`config.mk`:
```
export PLATFORM = sky130hd
export DESIGN_NAME = keyed_watchdog
export DESIGN_NICKNAME = d
export VERILOG_FILES = /design/src/rtl/wdg_pkg.sv /design/src/rtl/wdg_ctrl.sv /design/src/rtl/wdg_datapath.sv /design/src/rtl/keyed_watchdog.sv
export SDC_FILE = /design/constraint.sdc
export NUM_CORES = 1
export LEC_CHECK = 0
export ABC_CLOCK_PERIOD_IN_PS = 2800
export BUFFER_PORTS_ARGS = -buffer_cell sky130_fd_sc_hd__buf_2
export CAP_MARGIN = 20
export CORE_MARGIN = 1.5
export CORE_UTILIZATION = 55
export DETAILED_ROUTE_END_ITERATION = 7
export GPL_TIMING_DRIVEN = 0
export PLACE_DENSITY = 0.78
export SLEW_MARGIN = 20
export SYNTH_ARGS = -nofsm -noshare
export SYNTH_HDL_FRONTEND = slang
export SYNTH_SLANG_ARGS = --single-unit
export TNS_END_PERCENT = 100
```
`constraint.sdc`:
```
create_clock -name clk -period 2.8 [get_ports clk]
set_input_delay 0.28 -clock clk [delete_from_list [all_inputs] [get_ports clk]]
set_output_delay 0.28 -clock clk [all_outputs]
set_load 0.03 [all_outputs]
```
`src/rtl/wdg_pkg.sv`:
```
package wdg_pkg;

  localparam int DATA_W = 16;
  localparam int ADDR_W = 2;
  localparam int CNT_W  = 12;
  localparam int PSC_W  = 3;

  localparam logic [DATA_W-1:0] KEY_OPEN    = 16'h5555;
  localparam logic [DATA_W-1:0] KEY_SERVICE = 16'hAAAA;
  localparam logic [DATA_W-1:0] KEY_START   = 16'hCCCC;

  typedef enum logic [ADDR_W-1:0] {
    SEL_KEY  = 2'd0,
    SEL_PSC  = 2'd1,
    SEL_RLD  = 2'd2,
    SEL_STAT = 2'd3
  } regSel_e;

  // strobes from control to datapath
  typedef struct packed {
    logic loadCnt;
    logic wrPsc;
    logic wrRld;
  } dpStrobes_t;

endpackage

```
`src/rtl/wdg_ctrl.sv`:
```
module wdg_ctrl
  import wdg_pkg::*;
#(
  parameter int DW = DATA_W,
  parameter int AW = ADDR_W
) (
  input  logic          clk,
  input  logic          rstSysN,
  input  logic          rstPorN,
  input  logic          wrEn,
  input  logic [AW-1:0] wrAddr,
  input  logic [DW-1:0] wrData,
  input  logic          reqSet,
  output dpStrobes_t    strb,
  output logic          running,
  output logic          unlocked,
  output logic          causeFlag
);

  logic keyWr;
  logic isStart;
  logic isService;
  logic flagClr;

  assign keyWr     = wrEn && (wrAddr == SEL_KEY);
  assign isStart   = keyWr && (wrData == KEY_START);
  assign isService = keyWr && (wrData == KEY_SERVICE);
  assign flagClr   = wrEn && (wrAddr == SEL_STAT) && wrData[0];

  always_comb begin
    strb         = '0;
    strb.loadCnt = isStart || isService;
    strb.wrPsc   = wrEn && (wrAddr == SEL_PSC) && unlocked;
    strb.wrRld   = wrEn && (wrAddr == SEL_RLD) && unlocked;
  end

  // write-protection state and run state (system reset domain)
  always_ff @(posedge clk or negedge rstSysN) begin
    if (!rstSysN) begin
      unlocked <= 1'b0;
      running  <= 1'b0;
    end else begin
      if (keyWr) unlocked <= (wrData == KEY_OPEN);
      if (isStart) running <= 1'b1;
    end
  end

  // reset-cause flag (power-on domain); setting has priority
  always_ff @(posedge clk or negedge rstPorN) begin
    if (!rstPorN) begin
      causeFlag <= 1'b0;
    end else if (reqSet) begin
      causeFlag <= 1'b1;
    end else if (flagClr) begin
      causeFlag <= 1'b0;
    end
  end

  AST_RUN_NO_STOP: assert property (@(posedge clk) disable iff (!rstSysN)
    running |=> running);

  AST_FLAG_ON_REQ: assert property (@(posedge clk) disable iff (!rstSysN || !rstPorN)
    reqSet |=> causeFlag);

  AST_START_RUNS: assert property (@(posedge clk) disable iff (!rstSysN)
    isStart |=> running);

endmodule

```
`src/rtl/wdg_datapath.sv`:
```
module wdg_datapath
  import wdg_pkg::*;
#(
  parameter int CW          = CNT_W,
  parameter int PW          = PSC_W,
  parameter int DIV_LOG_MIN = 2,
  parameter int DIV_LOG_MAX = 8
) (
  input  logic          clk,
  input  logic          rstSysN,
  input  dpStrobes_t    strb,
  input  logic          running,
  input  logic [PW-1:0] pscIn,
  input  logic [CW-1:0] rldIn,
  output logic [PW-1:0] pscQ,
  output logic [CW-1:0] rldQ,
  output logic [CW-1:0] cntQ,
  output logic          reqQ,
  output logic          reqSet
);

  localparam int NCODE = 1 << PW;
  localparam int PRE_W = DIV_LOG_MAX;

  logic [PRE_W-1:0] lastPhase [NCODE];
  logic [PRE_W-1:0] preQ;
  logic             tick;

  // terminal phase per prescaler code, saturating at the largest divider
  for (genvar g = 0; g < NCODE; g++) begin : gPhase
    localparam int LOGD = ((g + DIV_LOG_MIN) > DIV_LOG_MAX) ? DIV_LOG_MAX : (g + DIV_LOG_MIN);
    assign lastPhase[g] = PRE_W'((1 << LOGD) - 1);
  end

  assign tick   = preQ >= lastPhase[pscQ];
  assign reqSet = running && (cntQ == '0) && !reqQ;

  always_ff @(posedge clk or negedge rstSysN) begin
    if (!rstSysN) begin
      pscQ <= '0;
      rldQ <= '1;
    end else begin
      if (strb.wrPsc) pscQ <= pscIn;
      if (strb.wrRld) rldQ <= rldIn;
    end
  end

  always_ff @(posedge clk or negedge rstSysN) begin
    if (!rstSysN) begin
      preQ <= '0;
      cntQ <= '1;
    end else if (strb.loadCnt) begin
      preQ <= '0;
      cntQ <= rldQ;
    end else if (running) begin
      if (tick) begin
        preQ <= '0;
        if (cntQ != '0) cntQ <= cntQ - 1'b1;
      end else begin
        preQ <= preQ + 1'b1;
      end
    end
  end

  always_ff @(posedge clk or negedge rstSysN) begin
    if (!rstSysN) reqQ <= 1'b0;
    else if (reqSet) reqQ <= 1'b1;
  end

  AST_CNT_STEP: assert property (@(posedge clk) disable iff (!rstSysN)
    (running && !strb.loadCnt) |=> (cntQ == $past(cntQ)) || (cntQ == CW'($past(cntQ) - 1'b1)));

  AST_REQ_AT_ZERO: assert property (@(posedge clk) disable iff (!rstSysN)
    (running && cntQ == '0) |=> reqQ);

  AST_REQ_HOLD: assert property (@(posedge clk) disable iff (!rstSysN)
    reqQ |=> reqQ);

  AST_IDLE_FROZEN: assert property (@(posedge clk) disable iff (!rstSysN)
    (!running && !strb.loadCnt) |=> $stable(cntQ));

  AST_LOAD_TAKES: assert property (@(posedge clk) disable iff (!rstSysN)
    strb.loadCnt |=> (cntQ == $past(rldQ)));

endmodule

```
`src/rtl/keyed_watchdog.sv`:
```
module keyed_watchdog
  import wdg_pkg::*;
#(
  parameter int DW = DATA_W,
  parameter int AW = ADDR_W,
  parameter int CW = CNT_W,
  parameter int PW = PSC_W
) (
  input  logic          clk,
  input  logic          rstSysN,
  input  logic          rstPorN,
  input  logic          wrEn,
  input  logic [AW-1:0] wrAddr,
  input  logic [DW-1:0] wrData,
  input  logic [AW-1:0] rdAddr,
  output logic [DW-1:0] rdData,
  output logic          resetReq
);

  dpStrobes_t    strb;
  logic          running;
  logic          unlocked;
  logic          causeFlag;
  logic          reqSet;
  logic [PW-1:0] pscQ;
  logic [CW-1:0] rldQ;
  logic [CW-1:0] cntQ;

  wdg_ctrl #(.DW(DW), .AW(AW)) uCtrl (
    .clk       (clk),
    .rstSysN   (rstSysN),
    .rstPorN   (rstPorN),
    .wrEn      (wrEn),
    .wrAddr    (wrAddr),
    .wrData    (wrData),
    .reqSet    (reqSet),
    .strb      (strb),
    .running   (running),
    .unlocked  (unlocked),
    .causeFlag (causeFlag)
  );

  wdg_datapath #(.CW(CW), .PW(PW)) uDp (
    .clk     (clk),
    .rstSysN (rstSysN),
    .strb    (strb),
    .running (running),
    .pscIn   (wrData[PW-1:0]),
    .rldIn   (wrData[CW-1:0]),
    .pscQ    (pscQ),
    .rldQ    (rldQ),
    .cntQ    (cntQ),
    .reqQ    (resetReq),
    .reqSet  (reqSet)
  );

  always_comb begin
    rdData = '0;
    case (rdAddr)
      SEL_KEY:  rdData[CW-1:0] = cntQ;
      SEL_PSC:  rdData[PW-1:0] = pscQ;
      SEL_RLD:  rdData[CW-1:0] = rldQ;
      default:  rdData[2:0]    = {unlocked, running, causeFlag};
    endcase
  end

  AST_LOCKED_PSC: assert property (@(posedge clk) disable iff (!rstSysN)
    (wrEn && wrAddr == SEL_PSC && !unlocked) |=> $stable(pscQ));

  AST_LOCKED_RLD: assert property (@(posedge clk) disable iff (!rstSysN)
    (wrEn && wrAddr == SEL_RLD && !unlocked) |=> $stable(rldQ));

  AST_OPEN_PSC: assert property (@(posedge clk) disable iff (!rstSysN)
    (wrEn && wrAddr == SEL_PSC && unlocked) |=> (pscQ == $past(wrData[PW-1:0])));

  AST_REQ_FLAGGED: assert property (@(posedge clk) disable iff (!rstSysN || !rstPorN)
    $rose(resetReq) |-> causeFlag);

endmodule

```
==> results.cfg <==
[clock_network]
cts_tree = yes
clock_latency_ps = 300
htreeDepth = 2
post-cts-setup-buffers = 0
numCtsBuffers = 5
clockRootBuffer = clkbuf_8
cts-resized-gates = 0
cts_hold_buf = 1
clk_pin_slew_ps = 80
clkSinkCount = 39
clockBufferDepth = 2

[die]
fp.dieH_microns = 70.44
die_w_microns = 70.44
num_rows = 24
top_level_ports = 41
initial_core_util_pct = 57.44
die-area_sq_um = 4961
core-area_sq_um = 4354

[critical_path]
critPathKind = flip-flop to flip-flop
cp-start-kind = flip-flop
path_max_fanout = 9
critPathRequiredTime_ps = 3030
arrival_ps = 2510
endpoint_kind = flip-flop
ff2ff_setup_slack_ps = 510

[detailed_routing]
vias = 2064
routedWlPerCell_microns = 16.65
dr.pass1.iters = 4
drtIter0Drc = 111
drtAntennaViolNets = 0
drc_errors = 0
wirelength_microns = 5729
post_drt_via_cell_ratio = 6.000

[yosys]
synthTopCellsByArea = dfstp_2 (25%), dfrtp_1 (15%), mux2_2 (6.8%)
synthArstFlopShare_pct = 100.0
yosysWarnings = 0
yosysMostFrequentCell = nor2_1
synth_area_sq_um = 2501
yosysSeqAreaShare_pct = 40.22
netlist.area_leader.share_pct = 25.21
synth.largest_area_cell = dfstp_2
synth-seq-cells = 39
syn_area_per_cell_sq_um = 10.25
synth_commonest_cells = nor2_1 (26), dfstp_2 (24), nand2_1 (16), nand3_1 (16)
syn_inst = 244
ys.flop_type = dfstp_2
synth-edff-count = 0
ys_types = 49

[timing]
fin_crit_sh_pct = 81.66
fin_skew_ps = 5.065
grt_setup_unrepaired = no
fin_tns_setup_ps = 0
hold_viol = 0
max_slew.worst_pin.slew_ps = 834.6
post-route-min-period_ps = 2286
slew_violations = 0
setup_violations = 0
timing.slew.headroom_pct = 44.36
max_freq_mhz = 437.4

[global_route]
grt_pass1_wl_microns = 9466
grt_usage_pct = 24.74
grt-ovfl-total = 0
antenna_found_initial = 0
grt_max_degree = 39
grt_pass1_vias = 2001

[placement]
io_buffers = 36
gp_congestion = 0.8701
dpl.cell_count = 335
dpl.hpwl_microns = 4310

[cells_and_area]
fin_nets = 323
num_antenna_cells = 0
instances_no_fill = 344
area_delta_synth_final_pct = 15.96
drive_above_1_share_pct = 33.56
utilization_pct = 66.61

[power]
ir_worst_vdd_v = 0.0005214
powerDensity_nw_per_um2 = 733.8
leakage_nw = 1.233

[worst_hold_path]
min_path_type = input port to async pin

[run_status]
outcome = finished, final reports clean

[job]
maxCapViolations = 0
-- cells by family after synthesis --
| kind of cell | after synthesis | share of synthesized area [%] |
|---|---|---|
| DFF | 39 | 40.22 |
| adders and majority gates | 8 | 4.002 |
| other | 1 | 0.1499 |
| and+or+nand+nor | 97 | 23.06 |
| buffers and inverters | 16 | 3.352 |
| AOI/OAI and AO/OA | 47 | 12.81 |
| xor gates and xnor gates | 8 | 2.802 |
| muxes | 28 | 13.61 |
-- stage by stage --
stage	hold slack [ps]	worst slack (ps)	power, mW	cell area (sq um)
2_1_floorplan	-15.59	828.6	1.366	2512
5_1_grt	162.1	251.7	2.251	2900
6_report	79.97	513.6	2.128	2900
4_1_cts	103.0	514.6	2.137	2900
3_5_place_dp	55.80	527.6	1.574	2758
3_3_place_gp	55.40	560.5	1.546	2758
-- layout by cell type (no fill, tap or decap), types with 4 or more instances in the layout --
master and instances:
buf_2 37, buf_4 4, mux2i_1 10, nand4_1 5, or4_1 5, clkbuf_8 5
clkbuf_1 4, dfstp_2 24, dfrtp_1 15, nand2_1 16, inv_1 5, nor4bb_1 8
a21oi_1 14, ha_1 8, nand4b_1 7, xnor2_1 6, o21ai_0 8, nand3_1 16
nor2_1 26, conb_1 4, mux2_2 15
-- worst paths after layout --
| check | from | end | cells after the start |
|---|---|---|---|
| min reg2reg | uDp.rldQ[10] | uDp.cntQ[10] | 2 |
| min in group clk | wrData[7] | uDp.rldQ[7] | 2 |
| max reg2reg | uDp.pscQ[2] | uDp.cntQ[2] | 7 |
| min | rstSysN | uDp.preQ[7] | 1 |
| max in group asynchronous | rstSysN | uDp.pscQ[1] | 1 |
| max | uDp.pscQ[2] | uDp.cntQ[2] | 7 |
-- power breakdown --
group | internal (mW) | switching [mW] | leakage, nW
clock network | 0.356 | 0.203 | 0.0654
logic | 0.295 | 0.382 | 0.723
registers | 0.740 | 0.152 | 0.445
-- state kept, by name, summed over array words and instances, names as in the netlist --
| signal | flops |
|---|---|
| uDp.preQ | 8 |
| uDp.reqQ | 1 |
| uCtrl.running | 1 |
| uDp.pscQ | 3 |
| uCtrl.unlocked | 1 |
| uDp.cntQ | 12 |
| uCtrl.causeFlag | 1 |
| uDp.rldQ | 12 |
-- worst max-delay path, cell delays in order, from the launching register on --
cell     delay, ps
dfrtp_1        480
o21ai_0        160
ha_1           320
nand2_1         60
o21ai_1        270
nor2_1         210
or4_1          530
a31oi_1        170
-- layer usage --
metal  wire, microns  global-route usage (%)  up-vias
li1                -                       -     1013
met1            2652                   33.21      986
met2            2720                   40.36       60
met3             305                   4.906        5
met4              50                   7.692        0
met5               0                       0        -
-- final cells by class --
cell class / count / area, sq um
fillers: 333 / 1454
multi-input cells: 192 / 1423
flip-flops and latches: 39 / 1006
repair buffers: 37 / 190.2
clock buffers: 6 / 72.57
plain buffers: 11 / 65.06
well taps: 52 / 65.06
clock inverters: 2 / 60.06
inverters: 5 / 18.77
Note: power is estimated with default switching activity, not from simulation.
